## src/rtl/bnpc_pkg.sv

```systemverilog
package bnpc_pkg;

  typedef enum logic [3:0] {
    OP_NONE  = 4'd0,
    OP_BEQZ  = 4'd1,
    OP_BNEZ  = 4'd2,
    OP_BCEQZ = 4'd3,
    OP_BCNEZ = 4'd4,
    OP_JIRL  = 4'd5,
    OP_B     = 4'd6,
    OP_BL    = 4'd7,
    OP_BEQ   = 4'd8,
    OP_BNE   = 4'd9,
    OP_BLT   = 4'd10,
    OP_BGE   = 4'd11,
    OP_BLTU  = 4'd12,
    OP_BGEU  = 4'd13
  } br_op_e;

  localparam int unsigned OFFW_SHORT = 18;  // 16-bit field, word aligned
  localparam int unsigned OFFW_MID   = 23;  // 21-bit field, word aligned
  localparam int unsigned OFFW_LONG  = 28;  // 26-bit field, word aligned
  localparam int unsigned LINK_REG   = 1;   // fixed return register of branch-and-link

endpackage

```

## src/rtl/bnpc_decode.sv

```systemverilog
module bnpc_decode
  import bnpc_pkg::*;
#(
  parameter int unsigned XLEN  = 64,
  parameter int unsigned NFLAG = 8,
  localparam int unsigned CJW  = $clog2(NFLAG)
) (
  input  logic [31:0]      instr_i,
  output br_op_e           op_o,
  output logic [XLEN-1:0]  off_mid_o,
  output logic [XLEN-1:0]  off_long_o,
  output logic [XLEN-1:0]  off_short_o,
  output logic [CJW-1:0]   cj_o
);

  logic [OFFW_MID-1:0]   raw_mid;
  logic [OFFW_LONG-1:0]  raw_long;
  logic [OFFW_SHORT-1:0] raw_short;

  // scattered offset fields: upper bits live in the low register-field slots
  assign raw_mid   = {instr_i[4:0], instr_i[25:10], 2'b00};
  assign raw_long  = {instr_i[9:0], instr_i[25:10], 2'b00};
  assign raw_short = {instr_i[25:10], 2'b00};

  assign off_mid_o   = {{(XLEN-OFFW_MID){raw_mid[OFFW_MID-1]}}, raw_mid};
  assign off_long_o  = {{(XLEN-OFFW_LONG){raw_long[OFFW_LONG-1]}}, raw_long};
  assign off_short_o = {{(XLEN-OFFW_SHORT){raw_short[OFFW_SHORT-1]}}, raw_short};

  assign cj_o = instr_i[5 +: CJW];

  always_comb begin
    unique case (instr_i[31:26])
      6'h10: op_o = OP_BEQZ;
      6'h11: op_o = OP_BNEZ;
      6'h12: begin
        unique case (instr_i[9:8])
          2'b00:   op_o = OP_BCEQZ;
          2'b01:   op_o = OP_BCNEZ;
          default: op_o = OP_NONE;
        endcase
      end
      6'h13: op_o = OP_JIRL;
      6'h14: op_o = OP_B;
      6'h15: op_o = OP_BL;
      6'h16: op_o = OP_BEQ;
      6'h17: op_o = OP_BNE;
      6'h18: op_o = OP_BLT;
      6'h19: op_o = OP_BGE;
      6'h1A: op_o = OP_BLTU;
      6'h1B: op_o = OP_BGEU;
      default: op_o = OP_NONE;
    endcase
  end

endmodule

```

## src/rtl/bnpc_cond.sv

```systemverilog
module bnpc_cond
  import bnpc_pkg::*;
#(
  parameter int unsigned XLEN  = 64,
  parameter int unsigned NFLAG = 8,
  localparam int unsigned CJW  = $clog2(NFLAG)
) (
  input  br_op_e           op_i,
  input  logic [XLEN-1:0]  rj_data_i,
  input  logic [XLEN-1:0]  rd_data_i,
  input  logic [NFLAG-1:0] cflag_i,
  input  logic [CJW-1:0]   cj_i,
  output logic             taken_o
);

  logic rj_zero, eq, lt_s, lt_u, flag;

  assign rj_zero = (rj_data_i == '0);
  assign eq      = (rj_data_i == rd_data_i);
  assign lt_s    = ($signed(rj_data_i) < $signed(rd_data_i));
  assign lt_u    = (rj_data_i < rd_data_i);
  assign flag    = cflag_i[cj_i];

  always_comb begin
    unique case (op_i)
      OP_BEQZ:  taken_o = rj_zero;
      OP_BNEZ:  taken_o = !rj_zero;
      OP_BCEQZ: taken_o = !flag;
      OP_BCNEZ: taken_o = flag;
      OP_JIRL,
      OP_B,
      OP_BL:    taken_o = 1'b1;
      OP_BEQ:   taken_o = eq;
      OP_BNE:   taken_o = !eq;
      OP_BLT:   taken_o = lt_s;
      OP_BGE:   taken_o = !lt_s;
      OP_BLTU:  taken_o = lt_u;
      OP_BGEU:  taken_o = !lt_u;
      default:  taken_o = 1'b0;
    endcase
  end

endmodule

```

## src/rtl/bnpc_target.sv

```systemverilog
module bnpc_target
  import bnpc_pkg::*;
#(
  parameter int unsigned XLEN = 64,
  parameter int unsigned RIW  = 5
) (
  input  br_op_e           op_i,
  input  logic             taken_i,
  input  logic [XLEN-1:0]  pc_i,
  input  logic [XLEN-1:0]  rj_data_i,
  input  logic [RIW-1:0]   rd_idx_i,
  input  logic [XLEN-1:0]  off_mid_i,
  input  logic [XLEN-1:0]  off_long_i,
  input  logic [XLEN-1:0]  off_short_i,
  output logic [XLEN-1:0]  next_pc_o,
  output logic             link_we_o,
  output logic [RIW-1:0]   link_idx_o,
  output logic [XLEN-1:0]  link_data_o
);

  localparam logic [XLEN-1:0] STEP = XLEN'(4);

  logic [XLEN-1:0] seq_pc, base, offset, target;

  assign seq_pc = pc_i + STEP;

  always_comb begin
    unique case (op_i)
      OP_BEQZ, OP_BNEZ, OP_BCEQZ, OP_BCNEZ: offset = off_mid_i;
      OP_B, OP_BL:                          offset = off_long_i;
      default:                              offset = off_short_i;
    endcase
  end

  // indirect jump bases on the register value sampled this cycle
  assign base      = (op_i == OP_JIRL) ? rj_data_i : pc_i;
  assign target    = base + offset;
  assign next_pc_o = taken_i ? target : seq_pc;

  always_comb begin
    link_we_o  = 1'b0;
    link_idx_o = '0;
    if (op_i == OP_BL) begin
      link_idx_o = RIW'(LINK_REG);
      link_we_o  = 1'b1;
    end else if (op_i == OP_JIRL) begin
      link_idx_o = rd_idx_i;
      link_we_o  = (rd_idx_i != '0);
    end
  end

  assign link_data_o = seq_pc;

endmodule

```

## src/rtl/bnpc_unit.sv

```systemverilog
module bnpc_unit
  import bnpc_pkg::*;
#(
  parameter int unsigned XLEN  = 64,
  parameter int unsigned NFLAG = 8,
  parameter int unsigned RIW   = 5,
  localparam int unsigned CJW  = $clog2(NFLAG)
) (
  input  logic             clk,
  input  logic             rst,
  input  logic [31:0]      instr_i,
  input  logic [XLEN-1:0]  pc_i,
  input  logic [XLEN-1:0]  rj_data_i,
  input  logic [XLEN-1:0]  rd_data_i,
  input  logic [NFLAG-1:0] cflag_i,
  output logic [RIW-1:0]   rj_idx_o,
  output logic [RIW-1:0]   rd_idx_o,
  output logic             is_branch_o,
  output logic             taken_o,
  output logic [XLEN-1:0]  next_pc_o,
  output logic             link_we_o,
  output logic [RIW-1:0]   link_idx_o,
  output logic [XLEN-1:0]  link_data_o
);

  br_op_e           op;
  logic [XLEN-1:0]  off_mid, off_long, off_short;
  logic [CJW-1:0]   cj;
  logic             taken_d, link_we_d;
  logic [XLEN-1:0]  next_pc_d, link_data_d;
  logic [RIW-1:0]   link_idx_d;
  logic             primed_q;

  assign rj_idx_o = instr_i[5 +: RIW];
  assign rd_idx_o = instr_i[0 +: RIW];

  bnpc_decode #(.XLEN(XLEN), .NFLAG(NFLAG)) u_decode (
    .instr_i     (instr_i),
    .op_o        (op),
    .off_mid_o   (off_mid),
    .off_long_o  (off_long),
    .off_short_o (off_short),
    .cj_o        (cj)
  );

  bnpc_cond #(.XLEN(XLEN), .NFLAG(NFLAG)) u_cond (
    .op_i      (op),
    .rj_data_i (rj_data_i),
    .rd_data_i (rd_data_i),
    .cflag_i   (cflag_i),
    .cj_i      (cj),
    .taken_o   (taken_d)
  );

  bnpc_target #(.XLEN(XLEN), .RIW(RIW)) u_target (
    .op_i        (op),
    .taken_i     (taken_d),
    .pc_i        (pc_i),
    .rj_data_i   (rj_data_i),
    .rd_idx_i    (rd_idx_o),
    .off_mid_i   (off_mid),
    .off_long_i  (off_long),
    .off_short_i (off_short),
    .next_pc_o   (next_pc_d),
    .link_we_o   (link_we_d),
    .link_idx_o  (link_idx_d),
    .link_data_o (link_data_d)
  );

  always_ff @(posedge clk) begin
    if (rst) begin
      is_branch_o <= 1'b0;
      taken_o     <= 1'b0;
      next_pc_o   <= '0;
      link_we_o   <= 1'b0;
      link_idx_o  <= '0;
      link_data_o <= '0;
      primed_q    <= 1'b0;
    end else begin
      is_branch_o <= (op != OP_NONE);
      taken_o     <= taken_d;
      next_pc_o   <= next_pc_d;
      link_we_o   <= link_we_d;
      link_idx_o  <= link_idx_d;
      link_data_o <= link_data_d;
      primed_q    <= 1'b1;
    end
  end

  // non-branch words fall through to the sequential address
  p_nonbranch_seq_r2: assert property (@(posedge clk) disable iff (rst)
    (primed_q && !is_branch_o) |->
      (next_pc_o == $past(pc_i) + XLEN'(4) && !taken_o && !link_we_o));

  p_taken_is_branch_r2: assert property (@(posedge clk) disable iff (rst)
    taken_o |-> is_branch_o);

  // not-taken branch falls through
  p_not_taken_seq_r11: assert property (@(posedge clk) disable iff (rst)
    (primed_q && is_branch_o && !taken_o) |-> (next_pc_o == $past(pc_i) + XLEN'(4)));

  p_bl_links_r1_r5: assert property (@(posedge clk) disable iff (rst)
    (primed_q && $past(instr_i[31:26]) == 6'h15) |->
      (taken_o && link_we_o && link_idx_o == RIW'(LINK_REG)
       && link_data_o == $past(pc_i) + XLEN'(4)));

  p_no_r0_link_r9: assert property (@(posedge clk) disable iff (rst)
    link_we_o |-> (link_idx_o != '0));

  p_jirl_target_r8: assert property (@(posedge clk) disable iff (rst)
    (primed_q && $past(instr_i[31:26]) == 6'h13) |->
      (taken_o && next_pc_o == $past(rj_data_i) + $past(off_short)));

endmodule

```

## config.mk

```make
export PLATFORM = sky130hd
export DESIGN_NAME = bnpc_unit
export DESIGN_NICKNAME = d
export VERILOG_FILES = /design/src/rtl/bnpc_pkg.sv /design/src/rtl/bnpc_decode.sv /design/src/rtl/bnpc_cond.sv /design/src/rtl/bnpc_target.sv /design/src/rtl/bnpc_unit.sv
export SDC_FILE = /design/constraint.sdc
export NUM_CORES = 1
export LEC_CHECK = 0
export ABC_AREA = 1
export BUFFER_PORTS_ARGS = -buffer_cell sky130_fd_sc_hd__buf_2
export CELL_PAD_IN_SITES_DETAIL_PLACEMENT = 0
export CELL_PAD_IN_SITES_GLOBAL_PLACEMENT = 2
export CORE_MARGIN = 2
export CORE_UTILIZATION = 28
export CTS_CLUSTER_SIZE = 12
export DETAILED_ROUTE_END_ITERATION = 8
export PLACE_DENSITY_LB_ADDON = 0.1
export SLEW_MARGIN = 10
export SYNTH_ARGS = -nofsm -noshare
export SYNTH_HDL_FRONTEND = slang
export SYNTH_HIERARCHICAL = 1
export SYNTH_SLANG_ARGS = --single-unit
```

## constraint.sdc

```tcl
create_clock -name clk -period 5 [get_ports clk]
set_input_delay 1 -clock clk [delete_from_list [all_inputs] [get_ports clk]]
set_output_delay 1 -clock clk [all_outputs]
set_load 0.005 [all_outputs]
```

Yosys cells after proc, flatten, opt, wreduce, memory -nomap -nowiden
Cells that the tools add are included.

Memory bits (writable): 0. Bits in read-only memories: 0. Flip-flop bits (word level): 136. Bits in latches: 0. Output and inout port bits: 146. Input bits: 234. Word-level logic and storage cells: 65. Memories kept: 0.

Shifts and indexed selects: 0. Add/sub/neg operators: 2. Equality and inequality tests: 27. Mux-type cells: 12. Order comparisons: 3. Reductions and logical operators: 13. Bitwise gates (word level): 1. Div/mod/pow operators: 0. $mul: 0.

Operators with widths (count): $lt 64x64->1 (2); $mux 64 (2); $pmux 64 s2 (1); $eq 6x5->1 const B (12); $add 64x3->64 const B (1); $add 64x64->64 (1); $eq 64x64->1 (1); $logic_not 64->1 (1); $pmux 4 s12 (1); $eq 4x4->1 const B (6); $eq 4x3->1 const B (4); $pmux 1 s11 (1); $eq 4x2->1 const B (2); $pmux 3 s2 (1); $reduce_or 3->1 (2); $logic_not 1->1 (5); $mux 1 (5); $reduce_bool 5->1 (1); $eq 4x1->1 const B (1); $lt 3x4->1 const B (1); $reduce_bool 4->1 (1); $reduce_or 4->1 (1); $bmux 1 s3 (1); $eq 2x1->1 const B (1); other kinds (3) (3).

Logic depth before layout (Yosys ltp)
Gate-level depths: netlist (run 1).

Word-level depth: 8. Gate-level depth with buffers: 30. Depth with buffers taken out: 29.

Hierarchy
The synthesis (run 1) kept the hierarchy.

Modules (own cells, without submodules): bnpc_target (sequential area each 0.0 µm², area each 10401.2 µm², cells each 2185, times used 1); bnpc_unit (sequential area each 2722.6 µm², area each 3936.3 µm², cells each 434, times used 1); bnpc_cond (sequential area each 0.0 µm², area each 2217.1 µm², cells each 410, times used 1); bnpc_decode (sequential area each 0.0 µm², area each 1640.3 µm², cells each 234, times used 1).

Worst setup path after synthesis (run 1)
OpenSTA, ideal clock, no wires.

Path type: input to register. Start: in instr_i[30]. End: reg next_pc_o[60]. Data required time: 4.888 ns. Cell stages on the path: 23. Library setup time: 0.112 ns. Arrival time: 4.128 ns. Setup slack: 0.760 ns. Cells stage by stage: inv_1 nor2_1 o21ai_0 a21oi_1 nor2_1 nand3b_1 clkbuf_1 buf_2 mux2_2 ha_1 nand2_1 nor2_1 inv_1 nor3_1 nand2_1 nor3_1 nand2_1 nand2_1 nand2_1 nand3_1 nand2_1 inv_1 nor2_1.

Word-level cells in the longest chain between the ends: 7. Elaborated cells on any way between the ends: 34. Classes of those cells: add/sub (1); eq/ne (25); mux (5); reduce/logical (3).

RTL lines: from (decl) (RTL line bnpc_unit.sv:11) `input logic [31:0] instr_i,`; $eq 6x5->1 (RTL line bnpc_decode.sv:32) `unique case (instr_i[31:26])`; $pmux 4 s12 (*) (RTL line bnpc_decode.sv:32); via op[3] (RTL line bnpc_unit.sv:26) `br_op_e op;`; $eq 4x1->1 (tied with other cells) (RTL line bnpc_cond.sv:25, bnpc_target.sv:28); $reduce_or 4->1 or $reduce_or 2->1 (tied branches) (RTL line bnpc_target.sv:28) `unique case (op_i)`; $pmux 64 s2 (RTL line bnpc_target.sv:28); $add 64x64->64 (RTL line bnpc_target.sv:37) `assign target = base + offset;`; $mux 64 (*) (RTL line bnpc_target.sv:38) `assign next_pc_o = taken_i ? target : seq_pc;`; via next_pc_d[60] (RTL line bnpc_unit.sv:30) `logic [XLEN-1:0] next_pc_d, link_data_d;`; to (signal assigned) (RTL line bnpc_unit.sv:82) `next_pc_o <= next_pc_d;`; to (decl) (RTL line bnpc_unit.sv:20) `output logic [XLEN-1:0] next_pc_o,`.

The timed path passes the listed nets; every way through them passes the cells marked *. A chain may end at the register's enable or synchronous reset.

Worst setup path after layout (run 1)
Start: in instr_i[29]. End: reg next_pc_o[62].

The elaborated chain is that of the path after synthesis.

==> results of run 1 <==
## state kept, by name (all words and copies together), names as in the netlist
| signal | flops |
|---|---|
| next_pc_o | 64 |
| link_we_o | 1 |
| link_idx_o | 5 |
| link_data_o | 64 |
| taken_o | 1 |
| is_branch_o | 1 |
## per-stage QoR
stage / cells / setup TNS (ns) / utilization
floorplan: 3268 / 0 / -
global placement: 4262 / -0.7891 / 0.3065
detailed placement: 4262 / -0.6444 / 0.3065
CTS: 4294 / 0 / 0.3164
global route: 4294 / -0.002671 / 0.3167
finish: 4297 / 0 / 0.3168
## area by class of cell
type	instances	area, um2
timing repair buffer	420	2307
inverter	624	2344
multi-input combinational	2227	11300
clock inverter	12	186.4
sequential	136	2723
fill	7575	43960
antenna	3	7.507
clock buffer	20	446.7
tap	855	1070
## how the worst min path moves through the flow
stage / to / slack (ns) / cells after the start
6_report: link_data_o[1] / 0.82 / 3
3_5_place_dp: link_data_o[1] / 1.29 / 3
3_3_place_gp: link_data_o[1] / 1.28 / 3
2_1_floorplan: link_data_o[2] / 1.14 / 3
4_1_cts: link_data_o[1] / 0.78 / 3
5_1_grt: link_data_o[0] / 0.81 / 3
## cell usage after synthesis, types with 2 or more instances
cell type	instances	area share
o21ai_1	15	0.0041
nor3_1	45	0.012
clkbuf_1	43	0.0089
nor4_1	4	0.0014
nand3_1	187	0.051
ha_1	128	0.088
buf_6	6	0.0037
nor2_4	5	0.0031
mux2_2	22	0.014
nor3_2	11	0.0061
buf_2	15	0.0041
o21ai_0	37	0.010
xor2_1	45	0.022
nand2_2	6	0.0021
or2_2	2	0.00069
buf_1	10	0.0021
dfxtp_1	136	0.15
nand3b_1	9	0.0037
nand4_1	29	0.010
buf_4	207	0.085
a32oi_1	63	0.030
xor2_2	2	0.0018
inv_2	10	0.0021
nand3_2	3	0.0017
nand2_1	977	0.20
nor2_1	458	0.094
nor2_2	10	0.0034
xnor2_1	36	0.017
o21a_1	3	0.0012
o21bai_1	2	0.00082
a21oi_1	115	0.032
inv_1	612	0.13
## where the power goes
group | total, mW | switching [mW] | internal (mW)
clock network | 1.48 | 0.621 | 0.858
registers | 1.19 | 0.0290 | 1.16
logic | 2.31 | 1.58 | 0.735
total | 4.98 | 2.23 | 2.75
## layer usage
layer,vias up,routed length (um)
met4,0,1419
met2,585,37960
met1,9144,45460
met5,-,0
met3,66,3710
li1,10110,-
## kinds of logic after synthesis
family,after synthesis,synth area share
and+or+nand+nor,1751,0.3949
buffers and inverters,905,0.2330
AOI/OAI and AO/OA,236,0.07874
DFF,136,0.1496
adders and majority gates,129,0.08912
xor gates and xnor gates,83,0.04078
muxes,22,0.01362
other,1,0.0002061
## repair_timing
item,in CTS,in global routing
gates resized for setup,1,3
endpoints found under the hold margin,0,0
setup endpoints to repair,1,3
==> metrics.md, run 1 <==
| Metric | Value |
|---|---|
| Outcome | `completed` |
| Port bufs | `~380` |
| Setup WS pre-CTS | `-0.5533 ns` |
| Vias in the first global route | `roughly 19000` |
| WL/cell | `20.61 um` |
| CP startpoint kind | `input pin` |
| Busiest grt layer | `met2` |
| Clk pin slew, worst setup/hold paths | `~0.09 ns` |
| FMAX | `about 0.21 GHz` |
| Final Routed Wirelength | `just under 90000 um` |
| Die area | `about 67000 um2` |
| Final slew viol count | `0` |
| Die height | `~260 um` |
| CP max-delay cell | `ha_1` |
| Fin crit period | `between 4 and 5 ns` |
| CP cell instances | `buf_2 > nor2_2 > nand2_2 > nor2_2 > nand3b_1 > nand2_1 > nand3b_1 > buf_12 > buf_12 > buf_4 > mux2_2 > ha_1 > nand2_1 > inv_1 > nand3_1 > nor4_4 > nand2_1 > nand2_1 > nand2_1 > nand3_1 > nand2_1 > inv_1 > nor2_1` |
| Syn Area/Cell | `5.576 um2` |
| First-pass GRT wire length | `roughly 130000 um` |
| Area Growth Syn to Fin | `12.04%` |
| Period utilization | `0.9375` |
| Post-Syn Area | `about 18000 um2` |
| Via density | `4.633` |
| Most common library cell in the layout ignoring fill and taps | `nand2_1` |
| CP Max Fanout | `48` |
| Crit path max-delay family | `simple AND/OR/NAND/NOR gates` |
| Initial antenna violation count | `2` |
| Die width | `between 200 and 300 um` |
| Nature of the critical path endpoint | `flop` |
| Worst Hold Class | `input pin to flop` |
| Post-CTS Hold Buffers | `0` |
| Tightest Pin Transition | `between 0.9 and 1 ns` |
| RSZ-0062 raised after global routing | `true` |
| Top FF cell, synth | `dfxtp_1` |
| Area of placed instances | `between 15000 and 20000 um2` |
| CP startpoint | `instr_i[29]` |
| CP Capture Point | `next_pc_o[62]` |
| Number of setup buffers added after CTS | `0` |
| Crit path kind | `input pin to flop` |
| Pleak | `between 10 and 15 nW` |
| Syn Inst Count | `approximately 3300` |
| Site row count | `93` |
| Setup-failing EPs final | `0` |
| Routability cong. | `between 0.9 and 1` |
| Met2 Track Usage GR | `0.4054` |
| Hold Crit Start | `pc_i[1]` |
| Layout cells sized above 1 | `0.1550` |
| Async S/R FF share, synth | `0` |
| Vias | `19910` |
| M1 GR Usage | `0.3888` |
| Grt ovf | `0` |
| Final instance area | `~20000 um2` |
| CP most frequent cell | `nand2_1` |
| Initial Util | `0.2828` |
| Worst Hold Slack | `0.8187 ns` |
| Peak VDD IR | `roughly 250 uV` |
| CORE AREA | `between 60000 and 70000 um2` |
| Grt met3 use | `0.02548` |
| Detailed Route Iter0 Violations | `~1400` |
| DRC errors left | `0` |
| CTS H-tree lvls | `4` |
| Slowest Stage Delay on Critical Path | `about 0.42 ns` |
| Pwr Total | `roughly 5 mW` |
| Most frequent cells in the layout | `nand2_1, inv_1, nor2_1` |
| #FFs+latches synth | `around 140` |
| Sequential element share of the synthesized area | `0.1496` |
| EDFF count, synth | `0` |
| Final hold vios | `0` |
| PD cells | `~240 nW/um2` |
| Cell count along the critical path | `23` |
| Num Clock Sinks | `136` |
| Largest net degree at the start of global routing | `89` |
| Maxcap violations | `0` |
| Hpwl dp | `~76000 um` |
| Yosys warns | `6` |
| CP Buf/Inv Count | `6` |
| Post-synth cell types | `42` |
| Total global-route track usage | `0.2615` |
| Worst path arrival time | `~5.1 ns` |
| Data required, critical path | `5.38 ns` |
| CTS tree | `built` |
| Nets | `3789` |
| CTS buffer count | `17` |
| Drt first pass iters | `5` |
| Clk root buf | `clkbuf_16` |
| Clock Path Buffers | `2` |
| Boundary pin count | `380` |
| Antenna-violating nets left | `0` |
| Worst rel slew slack | `0.3614` |
| PnR worst setup slack | `between 0.3 and 0.4 ns` |
No activity file was read; power rests on OpenSTA's default activity.
==> run 2, diff against run 1 <==
--- a/config.mk
+++ b/config.mk
@@ -14,6 +14,7 @@
 export CTS_CLUSTER_SIZE = 12
 export DETAILED_ROUTE_END_ITERATION = 8
 export PLACE_DENSITY_LB_ADDON = 0.1
+export SETUP_SLACK_MARGIN = 0.5
 export SLEW_MARGIN = 10
 export SYNTH_ARGS = -nofsm -noshare
 export SYNTH_HDL_FRONTEND = slang
==> metrics.md, run 2 (same netlist as run 1, synthesis figures left out) <==
| Metric | Value |
|---|---|
| Initial Util | `0.2828 (unchanged)` |
| CP Max Fanout | `24 (-50%)` |
| CP startpoint kind | `input pin` |
| Most common library cell in the layout ignoring fill and taps | `nand2_1` |
| Area of placed instances | `19720 um2 (unchanged)` |
| Most frequent cells in the layout | `nand2_1, inv_1, nor2_1` |
| Drt first pass iters | `7 (+2)` |
| CORE AREA | `64350 um2 (unchanged)` |
| First-pass GRT wire length | `128400 um (+0.40%)` |
| Detailed Route Iter0 Violations | `1442 (unchanged)` |
| Routability cong. | `0.9270 (unchanged)` |
| Site row count | `93 (unchanged)` |
| Pwr Total | `5.125 mW (+2.9%)` |
| Grt ovf | `0 (unchanged)` |
| Data required, critical path | `5.35 ns (-0.03 ns)` |
| Boundary pin count | `380 (unchanged)` |
| Clock Path Buffers | `2 (unchanged)` |
| Clk pin slew, worst setup/hold paths | `0.09 ns (about the same)` |
| Vias | `20060 (+0.74%)` |
| Fin cells | `4308 (+0.26%)` |
| M1 WL | `45610 um (+0.33%)` |
| RSZ-0062 raised after global routing | `true` |
| Die width | `258.9 um (unchanged)` |
| WL/cell | `20.82 um (+1.0%)` |
| Tightest Pin Transition | `0.9341 ns (-0.02373 ns)` |
| Internal power | `2.835 mW (+3.0%)` |
| Clock network fraction of design power | `0.289 (-0.008)` |
| Vias in the first global route | `19390 (+0.41%)` |
| Worst Hold Class | `input pin to flop` |
| Period utilization | `0.8629 (-0.07465)` |
| Largest net degree at the start of global routing | `89 (unchanged)` |
| Port bufs | `379 (unchanged)` |
| Nets | `3799 (+0.26%)` |
| Outcome | `completed` |
| Final hold vios | `0 (unchanged)` |
| Total global-route track usage | `0.2625 (+0.0009759)` |
| Fin crit period | `4.314 ns (-0.3733 ns)` |
| CTS H-tree lvls | `4 (unchanged)` |
| Die height | `258.9 um (unchanged)` |
| Nature of the critical path endpoint | `flop` |
| PnR worst setup slack | `0.6855 ns (+0.3732 ns)` |
| Crit path kind | `input pin to flop` |
| Dpl cells | `4262 (unchanged)` |
| Biggest regs | `link_data_o (64), next_pc_o (64), link_idx_o (5)` |
| Pleak | `12.12 nW (+1.4%)` |
| Setup TNS | `0 ns (unchanged)` |
| CP startpoint | `instr_i[29]` |
| Worst Hold Slack | `0.8226 ns (+0.003881 ns)` |
| Area Growth Syn to Fin | `16.30%` |
| Final instance area | `21160 um2 (+3.8%)` |
| Switching Fraction | `0.4467 (about the same)` |
| Sequential power share | `0.232 (-0.007)` |
| Antenna-violating nets left | `0 (unchanged)` |
| DR top layer | `met4` |
| Fin util | `0.3288 (+0.01204)` |
| Final Routed Wirelength | `89690 um (+1.3%)` |
| Gate power share | `0.479 (+0.015)` |
| CTS tree | `built` |
| Die area | `67040 um2 (unchanged)` |
| Clk root buf | `clkbuf_16` |
| FMAX | `0.2318 GHz (+8.7%)` |
| DRC errors left | `0 (unchanged)` |
| Hold path cells | `4 (+1)` |
| Peak VDD IR | `249.2 uV (+0.20%)` |
| Worst rel slew slack | `0.3773 (+0.01582)` |
| Setup-failing EPs final | `0 (unchanged)` |
| Setup WS pre-CTS | `-0.5533 ns (unchanged)` |
| Met2 wire len | `38810 um (+2.2%)` |
| Initial antenna violation count | `3 (+1)` |
| Num Clock Sinks | `136 (unchanged)` |
| Final slew viol count | `0 (unchanged)` |
| Hold Crit Start | `pc_i[7]` |
| Layout cells sized above 1 | `0.1905 (+0.03550)` |
| Worst path arrival time | `4.66 ns (-0.40 ns)` |
| Psw | `2.289 mW (+2.8%)` |
| Met3 wire length | `3971 um (+7.0%)` |
| PD cells | `242.2 nW/um2 (-0.84%)` |
| Maxcap violations | `0 (unchanged)` |
| CTS buffer count | `17 (unchanged)` |
| Hpwl dp | `76450 um (unchanged)` |
| Via density | `4.656 (+0.49%)` |
run 2: worst max-delay path, cell delays in order:
cell	delay, ns
buf_2	0.13
nor2_4	0.15
nand2_2	0.06
nor2_2	0.09
nand2_1	0.06
nand3_1	0.12
inv_2	0.08
nor2_4	0.11
nand3b_1	0.19
buf_6	0.20
clkbuf_16	0.17
clkbuf_16	0.19
a21oi_1	0.17
ha_2	0.34
nand2_1	0.19
inv_1	0.08
nand2_1	0.07
nand2_1	0.07
a21oi_1	0.21
nor2_1	0.07
nor2_1	0.32
nand4_1	0.15
nand3_1	0.24
nand2_1	0.09
inv_1	0.06
nor2_1	0.03
run 2: what timing repair did:
item                                    in CTS  in global routing
setup buffers                                1                  5
pin swaps                                    1                  9
cloned                                       1                  3
hold buffers                                 0                  0
resized for setup                           24                123
endpoints found under the setup margin       2                 41
run 2: layer usage:
metal  up-vias  track usage
met4         0      0.05459
met3        54      0.02548
met5         -            0
li1      10140            -
met2       564       0.4069
met1      9298       0.3902
run 2: final timing paths:
path                          to  slack (ns)
setup / recovery   next_pc_o[52]        0.69
hold / removal    link_data_o[7]        0.82
run 2: area by class of cell:
type                            instances  area [um2]
Antenna cell                            4       10.01
Clock buffer                           20       446.7
Clock inverter                         12       186.4
Fill cell                            7544       43190
Inverter                              624        2344
Multi-Input combinational cell       2227       11880
Sequential cell                       136        2723
Tap cell                              855        1070
Timing Repair Buffer                  430        2499
run 2: power by group through the flow:
stage                     Clock [mW]  Sequential, mW  Combinational, mW
final                           1.48            1.19               2.45
after floorplan                    0            1.21               1.43
after global routing            1.56            1.20               2.72
after CTS                       1.52            1.19               2.31
after detailed placement           0            1.21               2.29
after global placement             0            1.21               2.30
